--- config.mk ---
export PLATFORM = sky130hd
export DESIGN_NAME = gpio_irq_summary
export DESIGN_NICKNAME = d
export VERILOG_FILES = /design/src/rtl/gpio_irq_summary.sv
export SDC_FILE = /design/constraint.sdc
export NUM_CORES = 1
export LEC_CHECK = 0
export ABC_AREA = 0
export BUFFER_PORTS_ARGS = -buffer_cell sky130_fd_sc_hd__buf_4
export CELL_PAD_IN_SITES_DETAIL_PLACEMENT = 1
export CELL_PAD_IN_SITES_GLOBAL_PLACEMENT = 2
export CORE_AREA = 3 3 259 261
export CTS_CLUSTER_DIAMETER = 100
export CTS_CLUSTER_SIZE = 12
export DETAILED_ROUTE_END_ITERATION = 12
export DIE_AREA = 0 0 262 264
export GPL_ROUTABILITY_DRIVEN = 0
export PLACE_DENSITY_LB_ADDON = 0.1
export SLEW_MARGIN = 20
export SYNTH_ARGS = -nofsm -noshare
export SYNTH_HDL_FRONTEND = slang
export SYNTH_SLANG_ARGS = --single-unit
--- constraint.sdc ---
create_clock -name clk -period 3.4 [get_ports clk]
set_input_delay 0.85 -clock clk [delete_from_list [all_inputs] [get_ports clk]]
set_output_delay 0.85 -clock clk [all_outputs]
set_load 0.02 [all_outputs]
--- src/rtl/gpio_irq_summary.sv ---
module gpio_irq_summary #(
  parameter int NUM_PINS  = 192,
  parameter int GRP       = 4,
  parameter int LIVE_BITS = 46,
  parameter int LEN_W     = 12
) (
  input  logic                clk,
  input  logic                rst_n,
  input  logic [NUM_PINS-1:0] pin_pend,
  input  logic [NUM_PINS-1:0] pin_en,
  input  logic                cfg_wr,
  input  logic                blank_en,
  input  logic [LEN_W-1:0]    blank_len,
  input  logic                slow_tick,
  input  logic                eoi_wr,
  output logic [31:0]         sum_lo,
  output logic [31:0]         sum_hi,
  output logic                irq,
  output logic                blank_active,
  output logic [NUM_PINS-1:0] pin_en_rd,
  output logic                eoi_rd
);
  localparam int NUM_GRP = NUM_PINS / GRP;
  localparam int NB = (NUM_GRP < LIVE_BITS) ? NUM_GRP : LIVE_BITS;

  logic [63:0]      grp_or;
  logic [63:0]      sum_q;
  logic [LEN_W-1:0] cnt;
  logic             irq_q;

  for (genvar i = 0; i < 64; i++) begin : g_grp
    if (i < NB) begin : g_live
      assign grp_or[i] = |pin_pend[i*GRP +: GRP];
    end else begin : g_dead
      assign grp_or[i] = 1'b0;
    end
  end

  assign blank_active = (cnt != '0);

  always_ff @(posedge clk) begin
    if (!rst_n) begin
      cnt   <= '0;
      sum_q <= '0;
      irq_q <= 1'b0;
    end else begin
      if (cfg_wr && blank_en)          cnt <= blank_len;
      else if (slow_tick && blank_active) cnt <= cnt - 1'b1;
      sum_q <= blank_active ? '0 : grp_or;
      if (eoi_wr)          irq_q <= 1'b0;
      else if (|sum_q)     irq_q <= 1'b1;
    end
  end

  assign sum_lo    = sum_q[31:0];
  assign sum_hi    = sum_q[63:32];
  assign irq       = irq_q;
  assign pin_en_rd = blank_active ? '0 : pin_en;
  assign eoi_rd    = 1'b0;

  p_group_r1: assert property (@(posedge clk) disable iff (!rst_n)
    (!blank_active && pin_pend[0]) |=> sum_lo[0]);
  p_eoi_drop_r4: assert property (@(posedge clk) disable iff (!rst_n)
    eoi_wr |=> !irq);
  p_blank_load_r5: assert property (@(posedge clk) disable iff (!rst_n)
    (cfg_wr && blank_en && blank_len != '0) |=> blank_active);
  p_blank_gate_r6: assert property (@(posedge clk) disable iff (!rst_n)
    blank_active |=> (sum_lo == '0 && sum_hi == '0));
  p_irq_hold_r7: assert property (@(posedge clk) disable iff (!rst_n)
    (irq && !eoi_wr) |=> irq);
  p_en_mask_r9: assert property (@(posedge clk) disable iff (!rst_n)
    blank_active |-> (pin_en_rd == '0));
  p_eoi_read_r10: assert property (@(posedge clk) disable iff (!rst_n)
    eoi_wr |-> !eoi_rd);
endmodule

Word level (Yosys, flattened, before mapping)
Cells that the tools add are included.
Widths: inputs -> output; s select.
Word-level totals
  logic and storage cells: 62
  bits in latches: 0
  register bits after elaboration: 77
  ROM bits: 0
  memories: 0
  memory bits (writable): 0
Cells by class
  magnitude comparators: 0
  reduce and logical (&&, ||, !) cells: 53
  $add $sub $neg: 1
  eq/ne operators: 0
  divide/modulo/power cells: 0
  bitwise logic cells: 1
  muxes and demuxes: 3
  shift operators: 0
  $mul: 0
Operator list (count)
  $mux 192: 1
  $reduce_or 4->1: 46
  $reduce_or 64->1: 1
  $mux 12: 2
  $reduce_bool 12->1: 1
  $sub 12x1->12 const B: 1
  $reduce_or 2->1: 2
  $logic_and 1x1->1: 2
  $reduce_bool 2->1: 1
  $not 1->1: 1

Logic depth before layout (Yosys ltp)
Gate-level depths: netlist of run 1.
  depth in word-level cells: 4
  mapped depth: 8

Worst setup path after synthesis of run 1
No wires, ideal clock.
  path kind: register -> output
  from: register cnt[0]
  to: output pin_en_rd[100]
  cell stages (with the launch flop): 8
  buffers on the path: 2
  arrival time: 1950 ps
  required time: 2550 ps
  setup slack: 600 ps
  path through: dfxtp_1 > inv_1 > ha_1 > or4b_1 > nor4_4 > buf_2 > clkbuf_2 > and2_1
On the way
  cells in the longest elaborated chain, start to end: 2
Ends and longest elaborated chain
  start: declaration: RTL line 28  | logic [LEN_W-1:0] cnt;
  start signal: assignment: RTL line 47  | if (cfg_wr && blank_en) cnt <= blank_len;
  start signal: assignment: RTL line 48  | else if (slow_tick && blank_active) cnt <= cnt - 1'b1;
  $reduce_bool 12->1: RTL line 39  | assign blank_active = (cnt != '0);
  $mux 192: RTL line 58  | assign pin_en_rd = blank_active ? '0 : pin_en;
  end: declaration: RTL line 20  | output logic [NUM_PINS-1:0] pin_en_rd,
Every way passes these cells.

Worst setup path after layout of run 1
  from: register cnt[5]
  to: output pin_en_rd[150]
The elaborated chain is that of the path after synthesis.

==> run metrics, run 1 <==
YS warnings=0; Slew HR=0.391; HP Start=cnt[1]; CTS root buf=clkbuf_16; worst-path fanout max=12; Post-synth ARST share=0; die area=69200 um^2; commonest cells after routing, fill and taps aside=640 x buf_4, 190 x and2_1, 59 x dfxtp_1; initial core utilization=0.0577; final setup fails=0; antenna violations before repair=7; Worst setup startpoint=cnt[5]; syn_area_per_cell=roughly 7.7 um^2; drt wl/cell=17.1 um; first-pass GRT wire length=between 40 and 50 mm; number of DRC markers in iteration 0=107; Max Cap Viol=0; worst vdd ir=201 uV; synthesized cell area=between 3000 and 4000 um^2; CTS Buf Count=9; Worst-path clk slew=0.06 ns; R2R cell count=9; DIE WIDTH=262 um; Hold Fails Final Rpt=0; synth unique cells=38; clock tree buffer depth=2; Layout area overhead=169%; Global Route Usage Sum=0.0885; fmax=305 MHz; Cell Pwr Density=around 300 nW/um^2; most common cell after layout, fill and taps aside=buf_4; RR Startpoint=cnt[5]; critical path required time=2.55 ns; dpl hpwl=29.6 mm; Leak=between 4 and 5 nW; kind of critical path=reg2out; TritonCTS clock tree=built; site row count=93; largest net degree at the start of global routing=52; H-Tree Depth=3; CP top delay family=simple AND/OR/NAND/NOR gates; crit-path cells=or4_4 -> nor4_4 -> buf_6 -> buf_12 -> bufbuf_16 -> and2_1 -> buf_4; fin crit period=3.27 ns; final cell count without fillers=1978; GRT overflow=0; Total Wirelength=about 34 mm; Inst Count DP=1951; DRC=0; status=complete, no violations; I/O Buffers=approximately 630; Crit path largest cell delay=~0.60 ns; Main synth FF type=dfxtp_1; Worst path depth=7; number of global-route vias before repair=6258; first drt pass iteration count=4; worst skew pair latency=0.34 ns; io pins=between 600 and 700; WHS Path Cells=2; total core area=approximately 65000 um^2; antenna-violating nets left=0; clk sinks=a little under 60; Setup TNS=0 ns; vias per std cell=2.99; fin nets=roughly 1.5k; post-route clock period utilization=0.963; skew final=0.00519 ns; number of flops mapped to enable cells by yosys=0; Crit. End Element=primary output; measured slew at the worst slew-check pin=roughly 0.91 ns; slowest CP cell=or4_4; number of vias in the routed layout=5922; Buf+Inv Stages, Crit Path=4; Yosys reg bits=59; die height=264 um; register area share after synthesis=0.316; Min-Delay Path Class=reg2reg; share of layout cells above drive strength 1=0.611; hold slack=0.504 ns; # diodes=0; startpoint types=flip-flop; Slew Limit Fails=0; Worst EP arrival=approximately 2.4 ns; Mapped Cells=482
-- per-layer routing --
layer	share of wire	vias up	wire length [um]	global-route usage
met5	0.0028	-	95	0
met4	0.012	14	404	0.0195
met3	0.12	29	4000	0.0379
met2	0.57	362	19400	0.186
met1	0.29	2654	9980	0.0742
li1	-	2863	-	-
-- state kept, by name (all words and copies together) (netlist names) --
signal,flops
sum_q,46
irq,1
cnt,12
-- report_power, final --
part	switching [mW]	internal, mW	leakage (nW)
combinational	0.613	0.702	4.33
sequential	0.0372	0.740	0.480
clock	0.353	0.585	0.137
total	1.00	2.03	4.94
-- path summary, 6_finish.rpt --
kind,slack (ns),to
max,0.13,pin_en_rd[150]
min,0.50,cnt[1]
max reg2reg,0.81,sum_q[1]
min reg2reg,0.50,cnt[1]
-- metrics by stage --
stage	area (um^2)	utilization	setup WS [ns]	power, mW
2_1_floorplan	3800	-	0.600	1.31
4_1_cts	9850	0.152	0.0393	3.08
6_report	10000	0.155	0.126	3.03
5_1_grt	10000	0.155	-0.000336	3.24
3_5_place_dp	9470	0.146	0.309	2.07
3_3_place_gp	9470	0.146	0.298	2.08
-- cell usage after synthesis (2+ instances only) --
cell type,n,area [um^2]
buf_6,4,45.0
inv_1,4,15.0
or2_2,3,18.8
nor3_1,4,20.0
buf_1,2,7.51
ha_1,2,25.0
nand2_1,4,15.0
or4_1,4,30.0
clkbuf_2,19,95.1
dfxtp_1,59,1180
a31oi_1,7,43.8
clkbuf_1,2,7.51
o21ai_0,15,75.1
a21oi_1,2,10.0
nand3_1,3,15.0
nor4_1,57,357
or3_1,4,25.0
and2_1,192,1200
nand4_1,3,18.8
o31ai_1,3,22.5
a311oi_1,3,26.3
buf_4,21,158
nor2_1,50,188
-- layout make-up --
| class | count | area, um^2 |
|---|---|---|
| Clock inverter | 6 | 65.1 |
| Timing Repair Buffer | 656 | 5160 |
| Clock buffer | 10 | 239 |
| Inverter | 5 | 18.8 |
| Sequential cell | 59 | 1180 |
| Fill cell | 7763 | 54700 |
| Tap cell | 855 | 1070 |
| Multi-Input combinational cell | 387 | 2290 |
-- repair_timing --
item,in CTS,in global routing
setup buffers,2,3
hold endpoints to repair,0,0
gates cloned,1,5
pin swaps,1,1
hold buffers,0,0
gates resized for setup,5,4
setup endpoints to repair,111,136
-- cells by family after synthesis --
| group | count (synthesis) | synth area share |
|---|---|---|
| buf+inv | 54 | 0.0902 |
| fa+ha+maj | 2 | 0.00670 |
| flops | 59 | 0.316 |
| mux | 1 | 0.00302 |
| compound gates | 33 | 0.0530 |
| simple gates | 332 | 0.530 |
| other cells | 1 | 0.00100 |
-- worst register-to-register path, delay by kind of cell (launching register included) --
family | cells | cell delay (ns)
DFF | 1 | 0.36
and+or+nand+nor | 4 | 1.15
buffers and inverters | 5 | 1.02
No activity file was read; power rests on OpenSTA's default activity.
==> inputs of run 2 (changes only) <==
--- a/config.mk
+++ b/config.mk
@@ -16,6 +16,7 @@
 export DIE_AREA = 0 0 262 264
 export GPL_ROUTABILITY_DRIVEN = 0
 export PLACE_DENSITY_LB_ADDON = 0.1
+export REMOVE_ABC_BUFFERS = 1
 export SLEW_MARGIN = 20
 export SYNTH_ARGS = -nofsm -noshare
 export SYNTH_HDL_FRONTEND = slang
==> run 2 against run 1 <==
  * Via count increased by 1.2%
  * Worst setup slack improved by 0.020 ns
  * Fmax up 0.61%
  * Largest power group unchanged
  * Routed wire length rose by 14%
  * Combinational power barely moved
==> run metrics, run 2 (synthesis gave the netlist of run 1 again) <==
worst vdd ir=~190 uV; R2R cell count=8; clk sinks=just under 60; first-pass GRT wire length=50.4 mm; WHS Path Cells=2; RSZ-0062 raised after global routing=false; io pins=661; final setup fails=0; Layout area overhead=169%; I/O Buffers=about 630; number of vias in the routed layout=5995; GRT busiest layer=met2; first drt pass iteration count=4; drt wl/cell=19.6 um; TritonCTS clock tree=built; worst-path fanout max=11; number of DRC markers in iteration 0=110; fin nets=1515; # fillers=7819; Min-Delay Path Class=reg2reg; largest net degree at the start of global routing=47; HP Start=cnt[8]; clock power share=0.312; number of flip-flops in the largest register=46; Worst EP arrival=2.40 ns; largest register by flop count=sum_q; met1 Use GR=0.0907; Crit path largest cell delay=0.48 ns; clock tree buffer depth=2; Global Route Usage Sum=0.105; antenna-violating nets left=0; DRC=0; worst skew pair latency=0.36 ns; status=complete, no violations; CP top delay family=simple AND/OR/NAND/NOR gates; slowest CP cell=or4b_4; total core area=64700 um^2; final worst setup slack=~0.15 ns; kind of critical path=reg2out; Slew Limit Fails=0; Worst setup startpoint=cnt[0]; Global Route met2 Usage=0.215; met3 Use GR=0.0421; Cell Pwr Density=305 nW/um^2; CTS Buf Count=9; Post-Place Worst Slack=0.252 ns; site row count=93; Slew HR=0.542; antenna violations before repair=9; Post-CTS Hold Fix Bufs=0; vias per std cell=3.04; switching power=1.06 mW; H-Tree Depth=3; dpl hpwl=33.9 mm; most common cell after layout, fill and taps aside=buf_4; Pint=around 2 mW; switching part of the total=0.345; Worst-path clk slew=0.06 ns; initial core utilization=0.0577; commonest cells after routing, fill and taps aside=607 x buf_4, 185 x and2_1, 59 x dfxtp_1; Reg power frac=0.253; Leak=4.92 nW; number of global-route vias before repair=around 6.4k; Comb pwr share=0.435; Setup TNS=0 ns; Crit. End Element=primary output; post-route clock period utilization=0.957; startpoint types=flip-flop; Total Wirelength=between 30 and 40 mm; share of layout cells above drive strength 1=0.613; die height=264 um; crit-path cells=inv_2 -> ha_1 -> or4b_4 -> nor4_4 -> buf_4 -> bufbuf_16 -> and2_1 -> buf_6; skew final=0.00774 ns; measured slew at the worst slew-check pin=0.681 ns; Worst path depth=8; fmax=307 MHz; Tot Pwr=3.06 mW; DIE WIDTH=262 um; die area=69200 um^2; final core occ=0.155; Max Cap Viol=0; fin crit period=3.25 ns; GRT overflow=0; Buf+Inv Stages, Crit Path=4; RR Startpoint=cnt[0]; critical path required time=around 2.6 ns; Hold Fails Final Rpt=0; CTS root buf=clkbuf_16
## run 2: cell count changes in the layout (fill, tap and decap cells not counted), sizes merged
cell	previous run	this run
inv	5	7
diode	0	1
clkbuf	15	9
clkinvlp	4	2
clkinv	1	2
buf	650	648
## run 2: timing repair
action / in CTS / in global routing
hold endpoints to repair: 0 / 0
gates cloned: 4 / 0
gates resized for setup: 42 / 7
buffers inserted: 6 / 0
setup endpoints to repair: 161 / 166
pin swaps: 1 / 2
## run 2: worst paths after layout
check | endpoint | slack [ns]
max | pin_en_rd[49] | 0.15
min | cnt[8] | 0.51
max reg2reg | sum_q[26] | 1.05
min reg2reg | cnt[8] | 0.51
## run 2: area by class of cell
| type | count | area [um^2] | share of cell area |
|---|---|---|---|
| diodes | 1 | 2.50 | 0.000250 |
| clock buffers | 9 | 225 | 0.0225 |
| clock inverters | 7 | 76.3 | 0.00761 |
| inverters | 5 | 18.8 | 0.00187 |
| multi-input cells | 387 | 2300 | 0.229 |
| flip-flops and latches | 59 | 1180 | 0.118 |
| well taps | 855 | 1070 | 0.107 |
| repair buffers | 649 | 5150 | 0.514 |
## run 2: power groups by stage
stage / sequential, mW / clock (mW) / combinational (mW)
floorplan: 0.819 / 0 / 0.447
detailed placement: 0.790 / 0 / 1.29
global route: 0.782 / 1.04 / 1.44
global placement: 0.789 / 0 / 1.30
finish: 0.774 / 0.955 / 1.33
CTS: 0.776 / 1.02 / 1.39
## run 2: through the flow
| stage | instance area (um^2) | cells | hold slack [ns] |
|---|---|---|---|
| detailed placement | 9410 | 1947 | 0.517 |
| global placement | 9410 | 1947 | 0.504 |
| global route | 10000 | 1971 | 0.560 |
| floorplan | 3480 | 451 | 0.462 |
| CTS | 10000 | 1973 | 0.520 |
| finish | 10000 | 1972 | 0.510 |
## run 2: worst register-to-register path, cell delays in order (launching register included)
cell and delay, ns:
dfxtp_1 0.32, inv_2 0.08, ha_1 0.16, or4b_4 0.48, nor4_4 0.25, buf_4 0.22, buf_4 0.15, nand2_4 0.30
nor2_1 0.31
## run 2: per-layer routing
metal / vias to the layer above / part of all wire
met2: 399 / 0.56
met5: - / 0.0013
li1: 2850 / -
met4: 8 / 0.020
met1: 2701 / 0.30
met3: 37 / 0.11
